### src/rtl/mgmt_irq_pkg.sv
package mgmt_irq_pkg;

   // number of interrupt sources tracked by the controller
   localparam int unsigned NSRC = 4;

   // bit position of each source in the flag and enable vectors
   typedef enum int unsigned {
      SRC_HOST  = 0,
      SRC_INT   = 1,
      SRC_POLL  = 2,
      SRC_RDERR = 3
   } src_e;

   typedef logic [NSRC-1:0] src_vec_t;

   // register select encoding
   localparam logic SEL_FLAGS   = 1'b0;
   localparam logic SEL_ENABLES = 1'b1;

endpackage

### src/rtl/mgmt_irq_flag.sv
module mgmt_irq_flag (
   input  logic clk,
   input  logic hrst_n,
   input  logic set_i,
   input  logic clr_wr_i,
   input  logic clr_bit_i,
   input  logic en_wr_i,
   input  logic en_bit_i,
   output logic flag_o,
   output logic en_o
);

   always_ff @(posedge clk or negedge hrst_n) begin
      if (!hrst_n) begin
         flag_o <= 1'b0;
         en_o   <= 1'b0;
      end else begin
         if (set_i)
            flag_o <= 1'b1;
         else if (clr_wr_i && clr_bit_i)
            flag_o <= 1'b0;
         if (en_wr_i)
            en_o <= en_bit_i;
      end
   end

   // a hardware event always survives a simultaneous clear
   assert_set_wins_R9 : assert property (@(posedge clk) disable iff (!hrst_n)
      set_i |=> flag_o);

   // writing one with no event clears the flag
   assert_w1c_clears_R6 : assert property (@(posedge clk) disable iff (!hrst_n)
      (clr_wr_i && clr_bit_i && !set_i) |=> !flag_o);

   // writing zero with no event keeps the flag
   assert_zero_keeps_R6 : assert property (@(posedge clk) disable iff (!hrst_n)
      (!set_i && !(clr_wr_i && clr_bit_i)) |=> $stable(flag_o));

endmodule

### src/rtl/mgmt_irq_poll_cmp.sv
module mgmt_irq_poll_cmp #(
   parameter int unsigned STATUS_W = 16
) (
   input  logic                clk,
   input  logic                hrst_n,
   input  logic                poll_done_i,
   input  logic [STATUS_W-1:0] status_i,
   input  logic                mode_i,
   output logic                change_o
);

   logic [STATUS_W-1:0] shadow_q;
   logic                primed_q;
   logic                mode_q;
   logic                mode_chg;

   assign mode_chg = (mode_i != mode_q);

   // the compare is valid only when the shadow is primed under the current mode
   assign change_o = poll_done_i && primed_q && !mode_chg && (status_i != shadow_q);

   always_ff @(posedge clk or negedge hrst_n) begin
      if (!hrst_n) begin
         shadow_q <= '0;
         primed_q <= 1'b0;
         mode_q   <= 1'b0;
      end else begin
         mode_q <= mode_i;
         if (poll_done_i) begin
            shadow_q <= status_i;
            primed_q <= 1'b1;
         end else if (mode_chg) begin
            shadow_q <= '0;
            primed_q <= 1'b0;
         end
      end
   end

   // the poll that follows a mode change or reset only primes the shadow
   assert_first_poll_quiet_R4 : assert property (@(posedge clk) disable iff (!hrst_n)
      (poll_done_i && (!primed_q || mode_chg)) |-> !change_o);

   // every poll reloads the shadow with the sampled status
   assert_shadow_load_R3 : assert property (@(posedge clk) disable iff (!hrst_n)
      poll_done_i |=> (shadow_q == $past(status_i)) && primed_q);

endmodule

### src/rtl/mgmt_irq_ctrl.sv
module mgmt_irq_ctrl
   import mgmt_irq_pkg::*;
#(
   parameter int unsigned STATUS_W = 16,
   parameter int unsigned REG_IRQ  = 0
) (
   input  logic                clk,
   input  logic                hrst_n,
   input  logic                soft_rst,
   input  logic                stop,
   input  logic                host_op_done,
   input  logic                int_op_done,
   input  logic                rd_err,
   input  logic                poll_done,
   input  logic [STATUS_W-1:0] poll_status,
   input  logic                poll_mode,
   input  logic                csr_wr,
   input  logic                csr_sel,
   input  logic [NSRC-1:0]     csr_wdata,
   output logic [NSRC-1:0]     flags,
   output logic [NSRC-1:0]     enables,
   output logic                irq
);

   if (STATUS_W < 1) begin : g_bad_width
      $error("mgmt_irq_ctrl: STATUS_W must be at least 1");
   end
   if (REG_IRQ > 1) begin : g_bad_regirq
      $error("mgmt_irq_ctrl: REG_IRQ must be 0 or 1");
   end

   src_vec_t set_vec;
   logic     poll_change;
   logic     flag_wr;
   logic     en_wr;
   logic     irq_any;

   mgmt_irq_poll_cmp #(
      .STATUS_W (STATUS_W)
   ) u_poll (
      .clk         (clk),
      .hrst_n      (hrst_n),
      .poll_done_i (poll_done),
      .status_i    (poll_status),
      .mode_i      (poll_mode),
      .change_o    (poll_change)
   );

   always_comb begin
      set_vec            = '0;
      set_vec[SRC_HOST]  = host_op_done;
      set_vec[SRC_INT]   = int_op_done;
      set_vec[SRC_POLL]  = poll_change;
      set_vec[SRC_RDERR] = rd_err;
   end

   assign flag_wr = csr_wr && (csr_sel == SEL_FLAGS);
   assign en_wr   = csr_wr && (csr_sel == SEL_ENABLES);

   for (genvar i = 0; i < NSRC; i++) begin : g_src
      mgmt_irq_flag u_flag (
         .clk       (clk),
         .hrst_n    (hrst_n),
         .set_i     (set_vec[i]),
         .clr_wr_i  (flag_wr),
         .clr_bit_i (csr_wdata[i]),
         .en_wr_i   (en_wr),
         .en_bit_i  (csr_wdata[i]),
         .flag_o    (flags[i]),
         .en_o      (enables[i])
      );
   end

   assign irq_any = |(flags & enables);

   if (REG_IRQ == 1) begin : g_irq_reg
      logic irq_q;
      always_ff @(posedge clk or negedge hrst_n) begin
         if (!hrst_n) irq_q <= 1'b0;
         else         irq_q <= irq_any;
      end
      assign irq = irq_q;
   end else begin : g_irq_comb
      assign irq = irq_any;
   end

   // only a host data-port completion may raise the host flag
   assert_host_flag_source_R1 : assert property (@(posedge clk) disable iff (!hrst_n)
      $rose(flags[SRC_HOST]) |-> $past(host_op_done));

   // the internal flag rises only after an internal completion
   assert_int_flag_source_R2 : assert property (@(posedge clk) disable iff (!hrst_n)
      $rose(flags[SRC_INT]) |-> $past(int_op_done));

   // the read-error flag rises only after a read-error pulse
   assert_rderr_flag_source_R5 : assert property (@(posedge clk) disable iff (!hrst_n)
      $rose(flags[SRC_RDERR]) |-> $past(rd_err));

   // soft reset and stop leave the state alone
   assert_soft_stop_inert_R8 : assert property (@(posedge clk) disable iff (!hrst_n)
      ((soft_rst || stop) && !csr_wr && !host_op_done && !int_op_done && !rd_err && !poll_done)
      |=> ($stable(flags) && $stable(enables)));

   // the enable register takes the written data
   assert_enable_load_R7 : assert property (@(posedge clk) disable iff (!hrst_n)
      en_wr |=> (enables == $past(csr_wdata)));

endmodule

### config.mk
export PLATFORM = sky130hd
export DESIGN_NAME = mgmt_irq_ctrl
export DESIGN_NICKNAME = d
export VERILOG_FILES = /design/src/rtl/mgmt_irq_pkg.sv /design/src/rtl/mgmt_irq_flag.sv /design/src/rtl/mgmt_irq_poll_cmp.sv /design/src/rtl/mgmt_irq_ctrl.sv
export SDC_FILE = /design/constraint.sdc
export NUM_CORES = 1
export LEC_CHECK = 0
export BUFFER_PORTS_ARGS = -buffer_cell sky130_fd_sc_hd__buf_2
export CORE_MARGIN = 8
export CORE_UTILIZATION = 45
export DETAILED_ROUTE_END_ITERATION = 10
export GPL_TIMING_DRIVEN = 1
export PLACE_DENSITY = 0.73
export SYNTH_ARGS = -nofsm -noshare
export SYNTH_HDL_FRONTEND = slang
export SYNTH_HIERARCHICAL = 1
export SYNTH_SLANG_ARGS = --single-unit
export TNS_END_PERCENT = 50
### constraint.sdc
create_clock -name clk -period 3.15 [get_ports clk]
set_clock_uncertainty 0.15 [all_clocks]
set_input_delay 0.4725 -clock clk [delete_from_list [all_inputs] [get_ports clk]]
set_output_delay 0.4725 -clock clk [all_outputs]
set_load 0.1 [all_outputs]
==> results.toml <==
[cts]
clockBufferDepth = 2
clk_latency_ps = 320
htreeDepth = 1
cts.sinks = 26
cts_root_buf = "clkbuf_4"
numCtsBuffers = 3
cts.repair.resized = 0
cts_tree = "built"
clk_pin_slew_ps = 140

[setup_path]
crit_arrival_ps = 1300
path_cells = "a22oi_1 > nand2_1 > buf_2"
crit_path_top_delay_cell = "buf_2"
reg2reg_from = "u_poll/shadow_q[6]$_DFFE_PN0P_"
crit_type = "flop to output pin"
cpPeakStageDelay_ps = 410
cp-end-kind = "output pin"
cp_max_fo = 3
cp.required_ps = 2530
r2r_end = "g_src[2].u_flag/flag_o$_DFFE_PN0P_"
r2r_cells = 5
ff2ff_setup_slack_ps = 1650
start_kind = "flop"

[synth]
synth_top_cells_by_count = "26 x dfrtp_1, 17 x xnor2_1, 16 x a22o_1"
syn_area_per_cell_um2 = 13.3
synth_nets = 120
synthTopCellsByArea = "dfrtp_1 55%, xnor2_1 13%, a22o_1 12%"
synth.most_common_cell = "dfrtp_1"
ys_ff_latch = 26
synth_edf_count = 0
netlist_area_um2 = 1180
ys_seq_area_share_pct = 55.1
yosysUniqueCellTypes = 17
ys_warn_count = 6
synth_top_area_cell = "dfrtp_1"
synthCells = 89
synth_top_area_share_pct = 55.1
synthFlopType = "dfrtp_1"
async_flop_share_pct = 100

[final_layout]
seq_area_um2 = 651
diodes = 0
fillCellCount = 220
fin_area_um2 = 1420
nets = 159
area_growth_pct = 20.6
drive_above_1_share_pct = 36.2
multi_input_area_um2 = 488

[power]
p_per_area_nw_per_um2 = 595
leakage_nw = 0.649
max-vdd-ir-drop_mv = 0.366

[min_path]
holdPathStages = 1
whs_endpoint = "u_poll/mode_q$_DFF_PN0_"
hp-class = "input pin to flop"
hp-start = "poll_mode"

[detailed_routing]
dr.pass1.iters = 4
dr_wl_met2_um = 1230
wl_met3_um = 168
maxUsedRoutingLayer = "met4"
viasPerCell = 5.19
drt_iter0_drc = 19
remaining_drc_errors = 0
routedWlPerCell_um = 15.5
vias = 815
met1_length_um = 1020
final_antenna_net_count = 0
routed_wl_um = 2440

[sta]
slew_violations = 0
layout_setup_ws_ps = 1230
whs_ps = 115
setup_viol = 0
fin_tns_setup_ps = 0
finalHoldViolations = 0
period_share_pct = 61.0
worstMarginPinSlew_ps = 552
rsz0062_at_grt = "no"
fmax_mhz = 520
period_needed_ps = 1920
relSlewSlack_pct = 63.2

[die]
rows = 18
core_area_um2 = 2480
die_h_um = 67.2
die-area_um2 = 4520
initial_core_util_pct = 47.7
ioPinCount = 40
fp.dieW_um = 67.2

[placed_design]
pre_cts_ws_ps = 1470
dp_hpwl_um = 1860
dpl-instance-area_um2 = 1360
port_buffers = 37
place_congestion = 0.745

[run_status]
status = "complete, no violations"

[global_route]
gr-total-overflow = 0
grt_pass1_wl_um = 3950
grt_pass1_vias = 875
antenna_found_initial = 0
grtUsageTotal_pct = 11.4
grt_max_degree = 27

[job]
cap_viol_max_count = 0
## how the worst max path moves through the flow
stage                                       startpoint                                 end  cells past startpoint
floorplan           g_src[0].u_flag/flag_o$_DFFE_PN0P_                                 irq                      2
global placement                        poll_status[5]  g_src[2].u_flag/flag_o$_DFFE_PN0P_                      6
detailed placement                     poll_status[10]  g_src[2].u_flag/flag_o$_DFFE_PN0P_                      6
CTS                   g_src[0].u_flag/en_o$_DFFE_PN0P_                                 irq                      3
global route          g_src[0].u_flag/en_o$_DFFE_PN0P_                                 irq                      3
finish                g_src[0].u_flag/en_o$_DFFE_PN0P_                                 irq                      3
## worst max-delay path: cells and delay by family, from the launching register on
kind            cells  cell delay (ps)
flops               1              400
compound gates      1               90
simple gates        1               60
buf+inv             1              410
## through the flow
step                      util [%]  total power [mW]  instances
after floorplan                  -             0.572         89
after global placement        54.9             0.621        152
after detailed placement      54.9             0.626        152
after CTS                     57.5             0.852        157
after global routing          57.5             0.884        157
final                         57.5             0.847        157
## timing repair
item | 4_1_cts | 5_1_grt
buffers inserted | 0 | 0
hold endpoints to repair | 26 | 0
hold buffers | 1 | 0
## area by class of cell
class                   count  share of cell area, %
flip-flops and latches     26                   45.7
multi-input cells          59                   34.3
repair buffers             38                   13.7
well taps                  30                   2.64
clock inverters             1                   2.11
clock buffers               3                   1.58
## power breakdown
part           switching [mW]  total, mW  internal (mW)
logic                   0.160      0.233         0.0736
clock network          0.0988      0.228          0.129
registers              0.0223      0.386          0.364
## per-layer routing
metal | GRT usage [%] | up-vias
met5 | 0 | -
met4 | 3.13 | 0
met3 | 4.97 | 2
met2 | 18.5 | 20
met1 | 13.4 | 397
li1 | - | 396
## sequential cells by signal, summed over array words and instances (netlist names)
name	count
u_poll/mode_q	1
u_poll/shadow_q	16
g_src.u_flag/en_o	4
g_src.u_flag/flag_o	4
u_poll/primed_q	1
## cells in the final DEF, fill, tap and decap left out
cell type	n
a21o_1	4
a22o_1	16
a22oi_1	2
and2_1	1
buf_2	37
bufinv_16	1
clkbuf_4	3
dfrtp_1	26
dlygate4sd3_1	1
mux2_4	4
nand2_1	6
nand2b_1	1
nand4_1	4
nor2b_1	1
nor2b_4	1
nor3b_1	1
nor4_1	1
xnor2_1	17
## cell families (layout without fill, tap and decap cells)
group | after synthesis | in the layout | share of synthesized area (%)
DFF | 26 | 26 | 55.1
and+or+nand+nor | 16 | 16 | 7.95
buffers and inverters | 4 | 42 | 3.60
AOI/OAI and AO/OA | 22 | 22 | 15.7
muxes | 4 | 4 | 5.08
xor gates and xnor gates | 17 | 17 | 12.6
Power figures use the tool's default switching activity.
